### src/rtl/cmdseq_pkg.sv
package cmdseq_pkg;
  localparam int ENTRY_W  = 512;
  localparam int CPL_W    = 128;
  localparam int STATUS_W = 15;
  localparam logic [STATUS_W-1:0] BAD_OPCODE_STATUS = 15'h0001;

  typedef enum logic [3:0] {
    S_IDLE, S_FETCH, S_FWAIT, S_CHECK, S_LIST, S_LWAIT, S_DECIDE, S_PUSH,
    S_WORK, S_DESC, S_DMA, S_WCPL, S_CREQ, S_CPL, S_IRQ
  } seqState_t;

  typedef struct packed {
    logic loadEntry;
    logic bumpHead;
    logic useList;
    logic loadWork;
    logic setBad;
    logic loadStatus;
    logic bumpCq;
  } seqStrobe_t;
endpackage

### src/rtl/cmdseq_datapath.sv
module cmdseq_datapath
  import cmdseq_pkg::*;
#(
  parameter int DEPTH = 4,
  parameter int AXI_ADDR_W = 12,
  parameter int AXI_DATA_W = 32,
  parameter int ADDR_W = 64,
  parameter int LEN_W = 32,
  parameter logic [AXI_ADDR_W-1:0] DB_OFFSET = 'h008,
  parameter logic [ADDR_W-1:0] SQ_BASE = 'h1_0000_0000,
  parameter logic [ADDR_W-1:0] CQ_BASE = 'h2_0000_0000,
  parameter int SQ_ID = 1,
  parameter bit ADMIN_Q = 1'b0
) (
  input  logic clk,
  input  logic rstN,
  input  seqStrobe_t stb,
  input  logic sAwValid,
  output logic sAwReady,
  input  logic [AXI_ADDR_W-1:0] sAwAddr,
  input  logic sWValid,
  output logic sWReady,
  input  logic [AXI_DATA_W-1:0] sWData,
  output logic sBValid,
  input  logic sBReady,
  input  logic [ENTRY_W-1:0] fetchRespData,
  input  logic wrIsWrite,
  input  logic [ADDR_W-1:0] wrAddr,
  input  logic [LEN_W-1:0] wrLen,
  input  logic [STATUS_W-1:0] crStatus,
  output logic [ADDR_W-1:0] fetchReqAddr,
  output logic [ENTRY_W-1:0] cmdData,
  output logic descIsWrite,
  output logic [ADDR_W-1:0] descAddr,
  output logic [LEN_W-1:0] descLen,
  output logic [ADDR_W-1:0] cplAddr,
  output logic [CPL_W-1:0] cplData,
  output logic queueBusy,
  output logic needList,
  output logic opcodeOk
);
  localparam int PTR_W = (DEPTH > 2) ? $clog2(DEPTH) : 1;
  localparam logic [PTR_W-1:0] LAST = PTR_W'(DEPTH - 1);

  logic [PTR_W-1:0] tail, head, cqTail;
  logic phase;
  logic [ENTRY_W-1:0] entry;
  logic [STATUS_W-1:0] status;
  logic bValidQ;
  logic dbAccept;
  logic [7:0] opcode;
  logic unusedWData;

  function automatic logic [PTR_W-1:0] stepPtr(input logic [PTR_W-1:0] p);
    return (p == LAST) ? '0 : p + 1'b1;
  endfunction

  assign unusedWData = ^sWData;
  assign sAwReady = !bValidQ;
  assign sWReady  = !bValidQ;
  assign sBValid  = bValidQ;
  assign dbAccept = sAwValid && sWValid && !bValidQ;

  always_ff @(posedge clk) begin
    if (!rstN) begin
      bValidQ <= 1'b0;
      tail    <= '0;
    end else begin
      if (dbAccept) begin
        bValidQ <= 1'b1;
        if (sAwAddr == DB_OFFSET) tail <= sWData[PTR_W-1:0];
      end else if (sBReady) begin
        bValidQ <= 1'b0;
      end
    end
  end

  always_ff @(posedge clk) begin
    if (!rstN) begin
      head        <= '0;
      cqTail      <= '0;
      phase       <= 1'b1;
      entry       <= '0;
      status      <= '0;
      descIsWrite <= 1'b0;
      descAddr    <= '0;
      descLen     <= '0;
    end else begin
      if (stb.loadEntry) entry <= fetchRespData;
      if (stb.bumpHead) head <= stepPtr(head);
      if (stb.loadWork) begin
        descIsWrite <= wrIsWrite;
        descAddr    <= wrAddr;
        descLen     <= wrLen;
      end
      if (stb.setBad) status <= BAD_OPCODE_STATUS;
      else if (stb.loadStatus) status <= crStatus;
      if (stb.bumpCq) begin
        cqTail <= stepPtr(cqTail);
        if (cqTail == LAST) phase <= !phase;
      end
    end
  end

  assign opcode = entry[7:0];
  generate
    if (ADMIN_Q) begin : g_mgmtSet
      assign opcodeOk = (opcode == 8'h02) || (opcode == 8'h06) ||
                        (opcode == 8'h09) || (opcode == 8'h0A);
    end else begin : g_dataSet
      assign opcodeOk = (opcode == 8'h00) || (opcode == 8'h01) || (opcode == 8'h02);
    end
  endgenerate

  assign queueBusy    = (head != tail);
  assign needList     = entry[15];
  assign cmdData      = entry;
  assign fetchReqAddr = stb.useList ? entry[255:192]
                                    : SQ_BASE + (ADDR_W'(head) << 6);
  assign cplAddr      = CQ_BASE + (ADDR_W'(cqTail) << 4);
  assign cplData      = {status, phase, entry[31:16], 16'(SQ_ID), 16'(head), 64'h0};

  assert_head_step_R11: assert property (@(posedge clk) disable iff (!rstN)
    (head != $past(head)) |-> (head == stepPtr($past(head))));
  assert_phase_wrap_R8: assert property (@(posedge clk) disable iff (!rstN)
    (phase != $past(phase)) |-> (cqTail == '0));
  assert_resp_hold_R1: assert property (@(posedge clk) disable iff (!rstN)
    (bValidQ && !sBReady) |=> bValidQ);
endmodule

### src/rtl/cmdseq_ctrl.sv
module cmdseq_ctrl
  import cmdseq_pkg::*;
(
  input  logic clk,
  input  logic rstN,
  input  logic queueBusy,
  input  logic needList,
  input  logic opcodeOk,
  input  logic fetchReqReady,
  input  logic fetchRespValid,
  input  logic cmdReady,
  input  logic wrValid,
  input  logic descReady,
  input  logic dmaDone,
  input  logic wcReady,
  input  logic crValid,
  input  logic cplReady,
  output logic fetchReqValid,
  output logic cmdValid,
  output logic wrReady,
  output logic descValid,
  output logic wcValid,
  output logic crReady,
  output logic cplValid,
  output logic irqPulse,
  output seqStrobe_t stb
);
  seqState_t state, nextState;

  always_ff @(posedge clk) begin
    if (!rstN) state <= S_IDLE;
    else       state <= nextState;
  end

  always_comb begin
    nextState = state;
    stb = '0;
    fetchReqValid = 1'b0;
    cmdValid = 1'b0;
    wrReady = 1'b0;
    descValid = 1'b0;
    wcValid = 1'b0;
    crReady = 1'b0;
    cplValid = 1'b0;
    irqPulse = 1'b0;
    case (state)
      S_IDLE:   if (queueBusy) nextState = S_FETCH;
      S_FETCH: begin
        fetchReqValid = 1'b1;
        if (fetchReqReady) nextState = S_FWAIT;
      end
      S_FWAIT:
        if (fetchRespValid) begin
          stb.loadEntry = 1'b1;
          stb.bumpHead  = 1'b1;
          nextState = S_CHECK;
        end
      S_CHECK:  nextState = needList ? S_LIST : S_DECIDE;
      S_LIST: begin
        fetchReqValid = 1'b1;
        stb.useList = 1'b1;
        if (fetchReqReady) nextState = S_LWAIT;
      end
      S_LWAIT:  if (fetchRespValid) nextState = S_DECIDE;
      S_DECIDE:
        if (opcodeOk) nextState = S_PUSH;
        else begin
          stb.setBad = 1'b1;
          nextState = S_CPL;
        end
      S_PUSH: begin
        cmdValid = 1'b1;
        if (cmdReady) nextState = S_WORK;
      end
      S_WORK: begin
        wrReady = 1'b1;
        if (wrValid) begin
          stb.loadWork = 1'b1;
          nextState = S_DESC;
        end
      end
      S_DESC: begin
        descValid = 1'b1;
        if (descReady) nextState = S_DMA;
      end
      S_DMA:    if (dmaDone) nextState = S_WCPL;
      S_WCPL: begin
        wcValid = 1'b1;
        if (wcReady) nextState = S_CREQ;
      end
      S_CREQ: begin
        crReady = 1'b1;
        if (crValid) begin
          stb.loadStatus = 1'b1;
          nextState = S_CPL;
        end
      end
      S_CPL: begin
        cplValid = 1'b1;
        if (cplReady) begin
          stb.bumpCq = 1'b1;
          nextState = S_IRQ;
        end
      end
      S_IRQ: begin
        irqPulse = 1'b1;
        nextState = S_IDLE;
      end
      default: nextState = S_IDLE;
    endcase
  end

  assert_fetch_hold_R12: assert property (@(posedge clk) disable iff (!rstN)
    (fetchReqValid && !fetchReqReady) |=> fetchReqValid);
  assert_cmd_hold_R4: assert property (@(posedge clk) disable iff (!rstN)
    (cmdValid && !cmdReady) |=> cmdValid);
  assert_wc_hold_R6: assert property (@(posedge clk) disable iff (!rstN)
    (wcValid && !wcReady) |=> wcValid);
  assert_cpl_hold_R12: assert property (@(posedge clk) disable iff (!rstN)
    (cplValid && !cplReady) |=> cplValid);
  assert_irq_after_cpl_R10: assert property (@(posedge clk) disable iff (!rstN)
    irqPulse |-> $past(cplValid && cplReady));
  assert_irq_single_R10: assert property (@(posedge clk) disable iff (!rstN)
    irqPulse |=> !irqPulse);
endmodule

### src/rtl/sq_cmd_sequencer.sv
module sq_cmd_sequencer
  import cmdseq_pkg::*;
#(
  parameter int DEPTH = 4,
  parameter int AXI_ADDR_W = 12,
  parameter int AXI_DATA_W = 32,
  parameter int ADDR_W = 64,
  parameter int LEN_W = 32,
  parameter logic [AXI_ADDR_W-1:0] DB_OFFSET = 'h008,
  parameter logic [ADDR_W-1:0] SQ_BASE = 'h1_0000_0000,
  parameter logic [ADDR_W-1:0] CQ_BASE = 'h2_0000_0000,
  parameter int SQ_ID = 1,
  parameter bit ADMIN_Q = 1'b0
) (
  input  logic clk,
  input  logic rstN,
  input  logic sAwValid,
  output logic sAwReady,
  input  logic [AXI_ADDR_W-1:0] sAwAddr,
  input  logic sWValid,
  output logic sWReady,
  input  logic [AXI_DATA_W-1:0] sWData,
  output logic sBValid,
  input  logic sBReady,
  output logic [1:0] sBResp,
  output logic fetchReqValid,
  input  logic fetchReqReady,
  output logic [ADDR_W-1:0] fetchReqAddr,
  input  logic fetchRespValid,
  input  logic [511:0] fetchRespData,
  output logic cmdValid,
  input  logic cmdReady,
  output logic [511:0] cmdData,
  input  logic wrValid,
  output logic wrReady,
  input  logic wrIsWrite,
  input  logic [ADDR_W-1:0] wrAddr,
  input  logic [LEN_W-1:0] wrLen,
  output logic c2hDescValid,
  input  logic c2hDescReady,
  output logic h2cDescValid,
  input  logic h2cDescReady,
  output logic [ADDR_W-1:0] descAddr,
  output logic [LEN_W-1:0] descLen,
  input  logic dmaDone,
  output logic wcValid,
  input  logic wcReady,
  input  logic crValid,
  output logic crReady,
  input  logic [14:0] crStatus,
  output logic cplValid,
  input  logic cplReady,
  output logic [ADDR_W-1:0] cplAddr,
  output logic [127:0] cplData,
  output logic irqPulse
);
  seqStrobe_t stb;
  logic queueBusy, needList, opcodeOk, descValid, descIsWrite, descReady;

  assign sBResp       = 2'b00;
  assign c2hDescValid = descValid && descIsWrite;
  assign h2cDescValid = descValid && !descIsWrite;
  assign descReady    = descIsWrite ? c2hDescReady : h2cDescReady;

  cmdseq_ctrl u_ctrl (
    .clk(clk), .rstN(rstN), .queueBusy(queueBusy), .needList(needList),
    .opcodeOk(opcodeOk), .fetchReqReady(fetchReqReady),
    .fetchRespValid(fetchRespValid), .cmdReady(cmdReady), .wrValid(wrValid),
    .descReady(descReady), .dmaDone(dmaDone), .wcReady(wcReady),
    .crValid(crValid), .cplReady(cplReady), .fetchReqValid(fetchReqValid),
    .cmdValid(cmdValid), .wrReady(wrReady), .descValid(descValid),
    .wcValid(wcValid), .crReady(crReady), .cplValid(cplValid),
    .irqPulse(irqPulse), .stb(stb)
  );

  cmdseq_datapath #(
    .DEPTH(DEPTH), .AXI_ADDR_W(AXI_ADDR_W), .AXI_DATA_W(AXI_DATA_W),
    .ADDR_W(ADDR_W), .LEN_W(LEN_W), .DB_OFFSET(DB_OFFSET),
    .SQ_BASE(SQ_BASE), .CQ_BASE(CQ_BASE), .SQ_ID(SQ_ID), .ADMIN_Q(ADMIN_Q)
  ) u_dp (
    .clk(clk), .rstN(rstN), .stb(stb), .sAwValid(sAwValid),
    .sAwReady(sAwReady), .sAwAddr(sAwAddr), .sWValid(sWValid),
    .sWReady(sWReady), .sWData(sWData), .sBValid(sBValid), .sBReady(sBReady),
    .fetchRespData(fetchRespData), .wrIsWrite(wrIsWrite), .wrAddr(wrAddr),
    .wrLen(wrLen), .crStatus(crStatus), .fetchReqAddr(fetchReqAddr),
    .cmdData(cmdData), .descIsWrite(descIsWrite), .descAddr(descAddr),
    .descLen(descLen), .cplAddr(cplAddr), .cplData(cplData),
    .queueBusy(queueBusy), .needList(needList), .opcodeOk(opcodeOk)
  );

  assert_desc_hold_R12: assert property (@(posedge clk) disable iff (!rstN)
    ((c2hDescValid && !c2hDescReady) || (h2cDescValid && !h2cDescReady))
      |=> ((c2hDescValid || h2cDescValid) && $stable(descAddr) && $stable(descLen)));
  assert_fetch_addr_stable_R12: assert property (@(posedge clk) disable iff (!rstN)
    (fetchReqValid && !fetchReqReady) |=> $stable(fetchReqAddr));
  assert_cpl_stable_R7: assert property (@(posedge clk) disable iff (!rstN)
    (cplValid && !cplReady) |=> ($stable(cplData) && $stable(cplAddr)));
endmodule

### config.mk
export PLATFORM = sky130hd
export DESIGN_NAME = sq_cmd_sequencer
export DESIGN_NICKNAME = d
export VERILOG_FILES = /design/src/rtl/cmdseq_pkg.sv /design/src/rtl/cmdseq_datapath.sv /design/src/rtl/cmdseq_ctrl.sv /design/src/rtl/sq_cmd_sequencer.sv
export SDC_FILE = /design/constraint.sdc
export NUM_CORES = 1
export LEC_CHECK = 0
export BUFFER_PORTS_ARGS = -buffer_cell sky130_fd_sc_hd__buf_4
export CELL_PAD_IN_SITES_DETAIL_PLACEMENT = 1
export CELL_PAD_IN_SITES_GLOBAL_PLACEMENT = 1
export CORE_AREA = 2 2 612 614
export CTS_BUF_LIST = sky130_fd_sc_hd__clkbuf_4 sky130_fd_sc_hd__clkbuf_8
export DETAILED_ROUTE_END_ITERATION = 7
export DIE_AREA = 0 0 614 616
export PLACE_DENSITY_LB_ADDON = 0.1
export SLEW_MARGIN = 20
export SYNTH_ARGS = -nofsm -noshare
export SYNTH_HDL_FRONTEND = slang
export SYNTH_SLANG_ARGS = --single-unit
### constraint.sdc
create_clock -name clk -period 2.9 [get_ports clk]
set_input_delay 0.58 -clock clk [delete_from_list [all_inputs] [get_ports clk]]
set_output_delay 0.58 -clock clk [all_outputs]
set_load 0.1 [all_outputs]
==> results of run 1 <==
## critical path: stages, from the launching register on
cell,delay (ns)
dfxtp_2,0.33
nand2b_4,0.14
nor3_4,0.18
buf_12,0.22
buf_12,0.20
and2_4,0.17
buf_12,0.17
## per-layer routing
| metal | GRT usage [%] | vias up |
|---|---|---|
| met4 | 2.50 | 40 |
| met5 | 0 | - |
| met1 | 12.3 | 13900 |
| li1 | - | 13700 |
| met2 | 21.6 | 970 |
| met3 | 3.89 | 373 |
## state kept, by name, indices dropped and copies added (netlist names)
name              count
u_ctrl.state          4
u_dp.phase            1
u_dp.descAddr        64
u_dp.cqTail           2
u_dp.head             2
u_dp.tail             2
u_dp.status          15
u_dp.descIsWrite      1
u_dp.sBValid          1
u_dp.descLen         32
u_dp.cmdData        512
## power groups by stage
stage	Combinational (mW)	Clock, mW	Sequential [mW]
after floorplan	1.38	0	9.21
after CTS	3.48	13.3	8.81
after global routing	3.56	13.6	8.81
final	3.37	12.4	8.82
after detailed placement	2.52	0	9.01
after global placement	2.51	0	9.01
## how the worst max path moves through the flow
stage / slack, ns / cells past startpoint / end
after floorplan: 0.01 / 8 / u_dp.descLen[11]
after global placement: 0.25 / 5 / fetchReqAddr[25]
after detailed placement: 0.25 / 5 / fetchReqAddr[36]
after CTS: -0.44 / 7 / fetchReqAddr[36]
after global routing: -0.31 / 5 / fetchReqAddr[42]
final: -0.13 / 6 / fetchReqAddr[30]
## synthesized netlist by cell type, types with 3 or more instances
library cell  instances  share of area [%]
nand2_1            1264                 20
dfxtp_1             636                 53
a21oi_1             629                 13
buf_4               203                6.3
clkbuf_1             96                1.5
buf_2                89                1.9
and2_1               64                1.7
nor2_1               11               0.17
nand3_1               6               0.13
nor3_1                6               0.13
buf_1                 4              0.063
mux2i_1               4               0.17
o31ai_1               4               0.13
buf_6                 3               0.14
mux2_2                3               0.14
## kinds of logic (layout without fill, tap and decap cells)
group	after synthesis	after routing
adder cells (fa/ha/maj)	2	2
AO/OA/AOI/OAI	645	645
flip-flops	636	636
buffers and inverters	398	2401
XOR/XNOR	4	4
multiplexers	8	8
AND/OR/NAND/NOR	1374	1374
other	2	181
## timing repair
action,CTS,global route
cloned,2,0
pin swaps,7,6
setup endpoints to repair,73,67
hold buffers,629,0
gates resized for setup,287,29
endpoints found under the hold margin,631,0
setup buffers,19,9
## area by class of cell
cell class	count	area [µm²]
timing repair buffer	2126	19100
multi-input combinational	2191	9700
antenna	23	57.6
clock buffer	261	3220
tap	4972	6220
sequential	636	12700
clock inverter	12	110
fill	44000	320000
inverter	2	15.0
## stage by stage
step                      area [µm²]  setup TNS (ns)  cells  hold slack, ns  setup WS, ns
final                          51100           -5.95  10200           0.122        -0.127
after global routing           51100          -18.77  10200          0.0124        -0.314
after CTS                      51000          -24.89  10200         0.00246        -0.435
after detailed placement       40100               0   9274           0.446         0.247
after global placement         40100               0   9274           0.444         0.247
after floorplan                24600               0   3225           0.446        0.0111
## placed cells by master, fill, tap and decap left out, types with 3 or more instances in the layout
| cell | n |
|---|---|
| clkbuf_8 | 201 |
| clkinv_2 | 6 |
| o31ai_1 | 4 |
| and2_1 | 6 |
| buf_6 | 8 |
| nor2_1 | 7 |
| conb_1 | 158 |
| nor2_4 | 3 |
| dfxtp_1 | 632 |
| dlygate4sd3_1 | 629 |
| nand2_1 | 1263 |
| diode_2 | 23 |
| mux2i_1 | 4 |
| clkbuf_4 | 60 |
| nor3_1 | 5 |
| and2_4 | 58 |
| inv_8 | 3 |
| a21oi_1 | 629 |
| buf_4 | 1369 |
| nand3_1 | 5 |
| buf_12 | 116 |
| nor3_4 | 3 |
==> metrics, run 1 <==
endpoints failing setup=62; largest family of logic cells by synthesized area=simple AND/OR/NAND/NOR gates; outcome=finished, violations left; flop-to-flop setup slack=0.48 ns; Main synth FF type=dfxtp_1; Reg power frac=35.9%; vias in the first global route=31200; worst r2r dst=u_dp.cmdData[37]; min Tclk post-route=3.03 ns; first-pass GRT wire length=297000 µm; Clk pwr share=50.4%; critical path endpoint category=primary output; R2R depth=9; synthesized flop and latch total=636; I/O pin cnt=1561; Fin. Hold Viols=0; CP Max Fanout=15; DRC=0; Hold WC Path Type=in2reg; Max Transition Viols Final=0; Clock Root Buffer=clkbuf_8; LEAKAGE=19.8 nW; Fmax=330 MHz; Hold Startpoint=fetchRespData[304]; CP Launch Type=register; fin crit share=104%; WL final=227000 µm; num rows=224; Min-Delay Endpoint=u_dp.cmdData[304]; CTS tree=done; met1 wire length=85100 µm; hold path depth=3; Final #Nets=5805; vias per inst=2.84; H-Tree Depth=4; routed length on met3=17200 µm; Max Cap Viol=0; die area=0.378 mm²; combinational share of power=13.7%; largest net degree at the start of global routing=90; wire length per cell=22.2 µm; critical path arrival=2.45 ns; Die X=614 µm; gr usage total=11.5%; PwrDens=480 mW/mm²; antenna violations before repair=109; RSZ-0062 raised after global routing=true; top routing layer used=met5; failing checks=setup timing; Cell variety after synth=50; final worst setup slack=-0.127 ns; Starting Density=6.47%; Slew HR=55.6%; total number of vias=29000; synthesis warning total=0; number of synthesized flops with an enable pin=0; met2 WL=120000 µm; area growth from synthesis to layout=113%; CP required=2.32 ns; Avg Inst Size Synth=7.82 µm²; post-DP HPWL=184000 µm; chip height=616 µm; mux contribution to synthesized area=0.354%; Port Buffers=1372; core area=0.371 mm²; post-synthesis simple-gate area fraction=22.6%; post-layout util=13.8%; total power=24.6 mW; DR pass1 iterations=5; Post-Synth Adder-Cell Area=0.104%; clock-pin slew on the worst setup and hold paths=0.07 ns; async set-reset flop share out of synthesis=0%; layout cells sized above 1=35.5%; Num CTS Buffers=163; Reg-to-Reg Start=u_ctrl.state[3]; Peak VDD IR=0.286 mV; post-synthesis compound-gate area fraction=13.7%; slew at the pin closest to its max-slew limit=0.664 ns; DR iter-0 viols=845; Final GP Congestion=0.754; Mapped Cells=3069; Critical Path Start=u_ctrl.state[1]; Synth Area in XOR/XNOR=0.146%; Synth Cell Area=0.0240 mm²; worst-skew pair later-pin latency=0.95 ns; net switching power=7.50 mW; clk_skew=0.0691 ns; CTS sink cnt=636; DRT antenna net count=0; Seq/Total Area, Yosys=53.0%; Switching Fraction=30.5%; grt ovf=0; Pint=17.1 mW; critical path class=reg2out; clock buffer depth=4
(Power assumes the default switching activity.)
==> inputs of run 2 (changes only) <==
Settings changed: ABC_AREA from default to 1, CORE_AREA 2 2 612 614 to 2 2 600 602, DIE_AREA 0 0 614 616 to 0 0 602 604.
==> metrics, run 2 <==
WL final=201000 µm (-12%); endpoints failing setup=0 (-100%); Clk pwr share=27.2% (-23 points); PwrDens=861 mW/mm² (+79%); post-synth top area cell=dfxtp_1; Slew HR=52.4% (-3.2 points); async set-reset flop share out of synthesis=0% (unchanged); I/O pin cnt=1561 (unchanged); slew at the pin closest to its max-slew limit=0.714 ns (+0.0496 ns); clock-pin slew on the worst setup and hold paths=0.05 ns (-0.02 ns); net switching power=23.1 mW (+210%); top post-synthesis cells by area=dfxtp_1 50%, a21oi_1 13%, o21ai_1 8.0%, inv_1 8.0%, buf_4 5.3%; Layout fillers=42300 (-3.7%); Synth Cell Area=0.0253 mm² (+5.3%); R2R depth=9 (unchanged); Fin Hold WS=0.188 ns (+0.0657 ns); Clock Root Buffer=clkbuf_8; first-pass GRT wire length=267000 µm (-10%); DR iter-0 viols=856 (+1.3%); min Tclk post-route=2.84 ns (-0.190 ns); grt ovf=0 (unchanged); Final #Nets=5880 (+1.3%); Main synth FF type=dfxtp_1; Final GP Congestion=0.756 (+0.25%); Switching Fraction=51.9% (+21 points); Cell variety after synth=26 (-48%); critical path arrival=2.26 ns (-0.19 ns); final setup TNS=0 ns (+5.95 ns); Post-Place Setup Slack=0.500 ns (+0.254 ns); CP required=2.32 ns (about the same); vias in the first global route=30500 (-2.0%); vias per inst=2.87 (+1.0%); Fin. Hold Viols=0 (unchanged); Fmax=353 MHz (+6.7%); Hold WC Path Type=in2reg; final worst setup slack=0.0632 ns (+0.190 ns); post-DP HPWL=158000 µm (-14%); cell mode on critical path=buf_12; most instantiated cells after synthesis=636 x dfxtp_1, 633 x a21oi_1, 540 x inv_1; Largest register FFs=512 (unchanged); DRC=0 (unchanged); num rows=220 (-1.8%); total power=44.5 mW (+81%); critical path endpoint category=primary output; core area=0.358 mm² (-3.7%); DRT antenna net count=0 (unchanged); area growth from synthesis to layout=104%; CP Max Fanout=5 (-10); gr usage total=10.5% (-1.0 points); total number of vias=28900 (-0.21%); Port Buffers=1372 (unchanged); LEAKAGE=20.5 nW (+3.6%); Max Transition Viols Final=0 (unchanged); die area=0.364 mm² (-3.9%); CP endpoint=fetchReqAddr[6]; DR pass1 iterations=6 (+1); CTS sink cnt=636 (unchanged); synthesized flop and latch total=636 (unchanged); flop-to-flop setup slack=0.39 ns (-0.09 ns); commonest cells after routing, fill and taps aside=1360 x buf_4, 660 x dlygate4sd3_1, 633 x a21oi_1; Yosys top cell area share=50.4% (-2.7 points); layout cells sized above 1=34.6% (-0.96 points); worst-skew pair later-pin latency=0.93 ns (-0.02 ns); chip height=604 µm (-1.9%); critical-path cell list=nor2_4 -> nand2_8 -> buf_12 -> buf_16 -> nand2_4 -> o21ai_2 -> buf_12; Peak VDD IR=0.353 mV (+23%); H-Tree Depth=4 (unchanged); CTS tree=done; Final Non-Filler Cells=10100 (-1.2%); Avg Inst Size Synth=8.04 µm² (+2.8%); wire length per cell=19.9 µm (-10%); Starting Density=7.07% (+0.61 points); Slowest Stage Delay on Critical Path=0.36 ns (+0.03 ns); synthesis warning total=0 (unchanged); critical path class=reg2out; number of synthesized flops with an enable pin=0 (unchanged); antenna violations before repair=43 (-61%); combinational share of power=47.5% (+34 points); Critical Path Start=u_ctrl.state[0]; outcome=completed; Die X=602 µm (-2.0%); fin crit share=97.8% (-6.5 points); Pint=21.4 mW (+26%); worst r2r dst=u_dp.cmdData[472]; most common cell after layout, fill and taps aside=buf_4; CP max stage cell=dfxtp_4; clk_skew=0.0658 ns (-0.00332 ns); Seq/Total Area, Yosys=50.4% (-2.7 points); Placed Cells=9125 (-1.6%); Num CTS Buffers=162 (-0.61%); Max Cap Viol=0 (unchanged); RSZ-0062 raised after global routing=true; Reg power frac=25.4% (-10 points); Reg-to-Reg Start=u_ctrl.state[0]; clock buffer depth=4 (unchanged); Mapped Cells=3143 (+2.4%); top-count cell post-synth=dfxtp_1; CP Launch Type=register; largest net degree at the start of global routing=128 (+42%)
-- run 2: cell count changes in the layout (fill, tap and decap cells not counted), sizes merged, moves of 5 or more --
cell	change
nand2	-1100
clkinvlp	+5
diode	-6
clkbuf	+5
and2	-64
o21ai	+521
buf	-23
nand3	+123
inv	+539
nor2	+84
dlygate4sd3	+31
-- run 2: area by class of cell --
| class | count | area (µm²) | share of cell area (%) |
|---|---|---|---|
| timing repair buffer | 2135 | 19000 | 36.8 |
| sequential | 636 | 12700 | 24.7 |
| multi-input combinational | 1716 | 8610 | 16.7 |
| tap | 4773 | 5970 | 11.6 |
| clock buffer | 265 | 3180 | 6.16 |
| inverter | 544 | 2050 | 3.96 |
| clock inverter | 10 | 76.3 | 0.148 |
| antenna | 17 | 42.5 | 0.0823 |
-- run 2: worst min path at each step --
stage / cells after the start / to / from / slack, ns
3_5_place_dp: 2 / u_dp.cmdData[422] / u_dp.cmdData[422] / 0.44
5_1_grt: 3 / u_dp.status[13] / crValid / 0.1
4_1_cts: 5 / u_dp.status[0] / crValid / 0.007
6_report: 4 / u_dp.tail[0] / sAwAddr[5] / 0.19
2_1_floorplan: 2 / u_dp.tail[0] / u_dp.tail[0] / 0.44
3_3_place_gp: 2 / u_dp.cmdData[268] / u_dp.cmdData[268] / 0.43
-- run 2: metrics by stage --
stage / instance area [µm²] / util, %
2_1_floorplan: 25900 / -
3_3_place_gp: 40300 / 11.3
3_5_place_dp: 40300 / 11.3
4_1_cts: 51400 / 14.4
5_1_grt: 51700 / 14.4
6_report: 51700 / 14.5
-- run 2: timing repair --
item / 4_1_cts / 5_1_grt
hold endpoints to repair: 630 / 0
hold buffers: 660 / 0
cloned: 4 / 2
setup endpoints to repair: 73 / 65
setup buffers: 13 / 3
pin swaps: 5 / 8
resized for setup: 252 / 66
-- run 2: logic make-up (layout without fill, tap and decap cells) --
group / after synthesis / count (layout) / share of synthesized area [%]
AOI/OAI and AO/OA: 1157 / 1157 / 22.9
xor gates and xnor gates: 1 / 1 / 0.0346
adders and majority gates: 2 / 2 / 0.0990
buffers and inverters: 947 / 2954 / 19.8
DFF: 636 / 636 / 50.4
other: 2 / 175 / 0.0297
and+or+nand+nor: 398 / 398 / 6.72
-- run 2: worst max-delay path, delay by kind of cell (launching register included) --
| family | cells | cell delay (ns) |
|---|---|---|
| flip-flops | 1 | 0.36 |
| AND/OR/NAND/NOR | 3 | 0.37 |
| buffers and inverters | 3 | 0.52 |
| AO/OA/AOI/OAI | 1 | 0.07 |
-- run 2: power groups by stage --
stage | combinational (mW) | clock [mW] | sequential, mW
2_1_floorplan | 4.41 | 0 | 22.0
3_3_place_gp | 20.3 | 0 | 11.5
3_5_place_dp | 20.3 | 0 | 11.5
4_1_cts | 21.4 | 13.1 | 11.3
5_1_grt | 22.0 | 13.3 | 11.5
6_report | 21.1 | 12.1 | 11.3
-- run 2: routing by layer --
layer | part of all wire [%] | track usage, % | vias up
met5 | 0.015 | 0 | -
met1 | 40 | 11.8 | 13900
met4 | 2.1 | 2.45 | 4
met2 | 51 | 19.2 | 829
met3 | 6.9 | 3.24 | 257
li1 | - | - | 13900
==> inputs of run 3 (changes only) <==
Settings changed: CELL_PAD_IN_SITES_DETAIL_PLACEMENT 1 to default, CELL_PAD_IN_SITES_GLOBAL_PLACEMENT 1 to default, CORE_AREA 2 2 600 602 to 2 2 614 616, DIE_AREA 0 0 602 604 to 0 0 616 618, PLACE_DENSITY_LB_ADDON 0.1 to 0.12.
==> metrics, run 3 (synthesis gave the netlist of run 2 again) <==
PwrDens=854 mW/mm² (-0.83%); Starting Density=6.76% (-0.31 points); min Tclk post-route=2.93 ns (+0.0978 ns); gr usage total=10.4% (-0.12 points); Final #Nets=5861 (-0.32%); failing checks=setup timing; total number of vias=28900 (+0.052%); post-DP HPWL=169000 µm (+7.3%); fin crit share=101% (+3.4 points); Clk pwr share=26.6% (-0.6 points); chip height=618 µm (+2.3%); Largest register FFs=512 (unchanged); Port Buffers=1372 (unchanged); Pint=21.1 mW (-1.3%); Die X=616 µm (+2.3%); vias per inst=2.81 (-1.8%); CP Max Fanout=5 (unchanged); layout cells sized above 1=34.7% (+0.16 points); outcome=finished, violations left; commonest cells after routing, fill and taps aside=1366 x buf_4, 645 x dlygate4sd3_1, 633 x a21oi_1; grt ovf=0 (unchanged); Fin. Hold Viols=0 (unchanged); critical path class=reg2out; CP required=2.32 ns (about the same); critical path arrival=2.35 ns (+0.09 ns); net switching power=23.2 mW (+0.39%); Clock Root Buffer=clkbuf_8; combinational share of power=47.8% (+0.3 points); Max Transition Viols Final=0 (unchanged); area growth from synthesis to layout=105%; Placed Cells=9344 (+2.4%); CP Launch Type=register; clock buffer depth=4 (unchanged); DRC=0 (unchanged); total power=44.3 mW (-0.43%); worst-skew pair later-pin latency=0.97 ns (+0.04 ns); num rows=225 (+2.3%); WL final=209000 µm (+3.9%); largest net degree at the start of global routing=133 (+3.9%); CTS sink cnt=636 (unchanged); Fmax=341 MHz (-3.3%); Slew HR=38.6% (-14 points); Final GP Congestion=0.815 (+7.8%); antenna violations before repair=105 (+140%); Reg power frac=25.6% (+0.2 points); DR pass1 iterations=5 (-1); Fin Hold WS=0.232 ns (+0.0438 ns); Num CTS Buffers=155 (-4.3%); most common cell after layout, fill and taps aside=buf_4; Max Cap Viol=0 (unchanged); endpoints failing setup=6 (+6); core area=0.374 mm² (+4.6%); DRT antenna net count=0 (unchanged); I/O pin cnt=1561 (unchanged); RSZ-0062 raised after global routing=true; LEAKAGE=20.4 nW (-0.40%); final worst setup slack=-0.0346 ns (-0.0978 ns); die area=0.381 mm² (+4.7%); critical path endpoint category=primary output; wire length per cell=20.3 µm (+2.0%); slew at the pin closest to its max-slew limit=0.914 ns (+0.201 ns); DR iter-0 viols=1164 (+36%); Peak VDD IR=0.383 mV (+8.5%); clk_skew=0.0841 ns (+0.0183 ns); Switching Fraction=52.3% (+0.43 points); vias in the first global route=29200 (-4.4%); clock-pin slew on the worst setup and hold paths=0.06 ns (about the same); Final Non-Filler Cells=10300 (+1.9%); final setup TNS=-0.122 ns (-0.122 ns); H-Tree Depth=4 (unchanged); first-pass GRT wire length=271000 µm (+1.5%); CTS tree=done; Hold WC Path Type=in2reg
run 3: power by group through the flow:
stage | sequential, mW | clock, mW | combinational (mW)
floorplan | 22.0 | 0 | 4.41
global placement | 11.5 | 0 | 20.3
detailed placement | 11.5 | 0 | 20.3
CTS | 11.4 | 12.6 | 21.5
global route | 11.6 | 12.9 | 22.0
finish | 11.4 | 11.8 | 21.2
run 3: final cells by class:
class	instances	area (µm²)
clock buffers	234	2850
flip-flops and latches	636	12700
well taps	4994	6250
diodes	14	35.0
repair buffers	2123	18900
fillers	43100	322000
clock inverters	23	279
inverters	544	2050
multi-input cells	1716	8740
run 3: what timing repair did:
action                     CTS  global route
hold endpoints to repair   628             0
setup endpoints to repair   75            68
resized for setup          329            29
pin swaps                    5             8
cloned                       7             3
setup buffers               14             2
hold buffers               645             0
run 3: critical path: stages (launching register included):
cell,delay (ns)
dfxtp_4,0.37
inv_4,0.04
nor2_4,0.14
nand2_8,0.09
buf_12,0.15
buf_8,0.14
buf_16,0.16
nor2_4,0.12
buf_12,0.18
run 3: layer usage:
metal | GRT usage (%) | up-vias | wire [µm] | part of all wire (%)
met5 | 0 | - | 193 | 0.092
met4 | 2.41 | 30 | 4850 | 2.3
met3 | 2.76 | 319 | 13400 | 6.4
met2 | 18.3 | 1027 | 103000 | 49
met1 | 12.6 | 13600 | 87600 | 42
li1 | - | 13900 | - | -
run 3: path summary, 6_finish.rpt:
kind | from | slack, ns | cells past startpoint | to
worst max-delay path | u_ctrl.state[2] | -0.03 | 8 | fetchReqAddr[13]
worst min-delay path | rstN | 0.23 | 4 | u_dp.cmdData[154]
worst max register to register | u_ctrl.state[2] | 0.36 | 10 | u_dp.cmdData[487]
worst min register to register | u_dp.cmdData[269] | 0.44 | 2 | u_dp.cmdData[269]
run 3: stage by stage:
step	cell area, µm²	util, %	setup WS, ns
after detailed placement	40500	10.8	0.437
after CTS	51700	13.8	-0.293
final	51900	13.9	-0.0346
after global routing	51900	13.9	-0.216
after global placement	40500	10.8	0.395
after floorplan	25900	-	-0.190
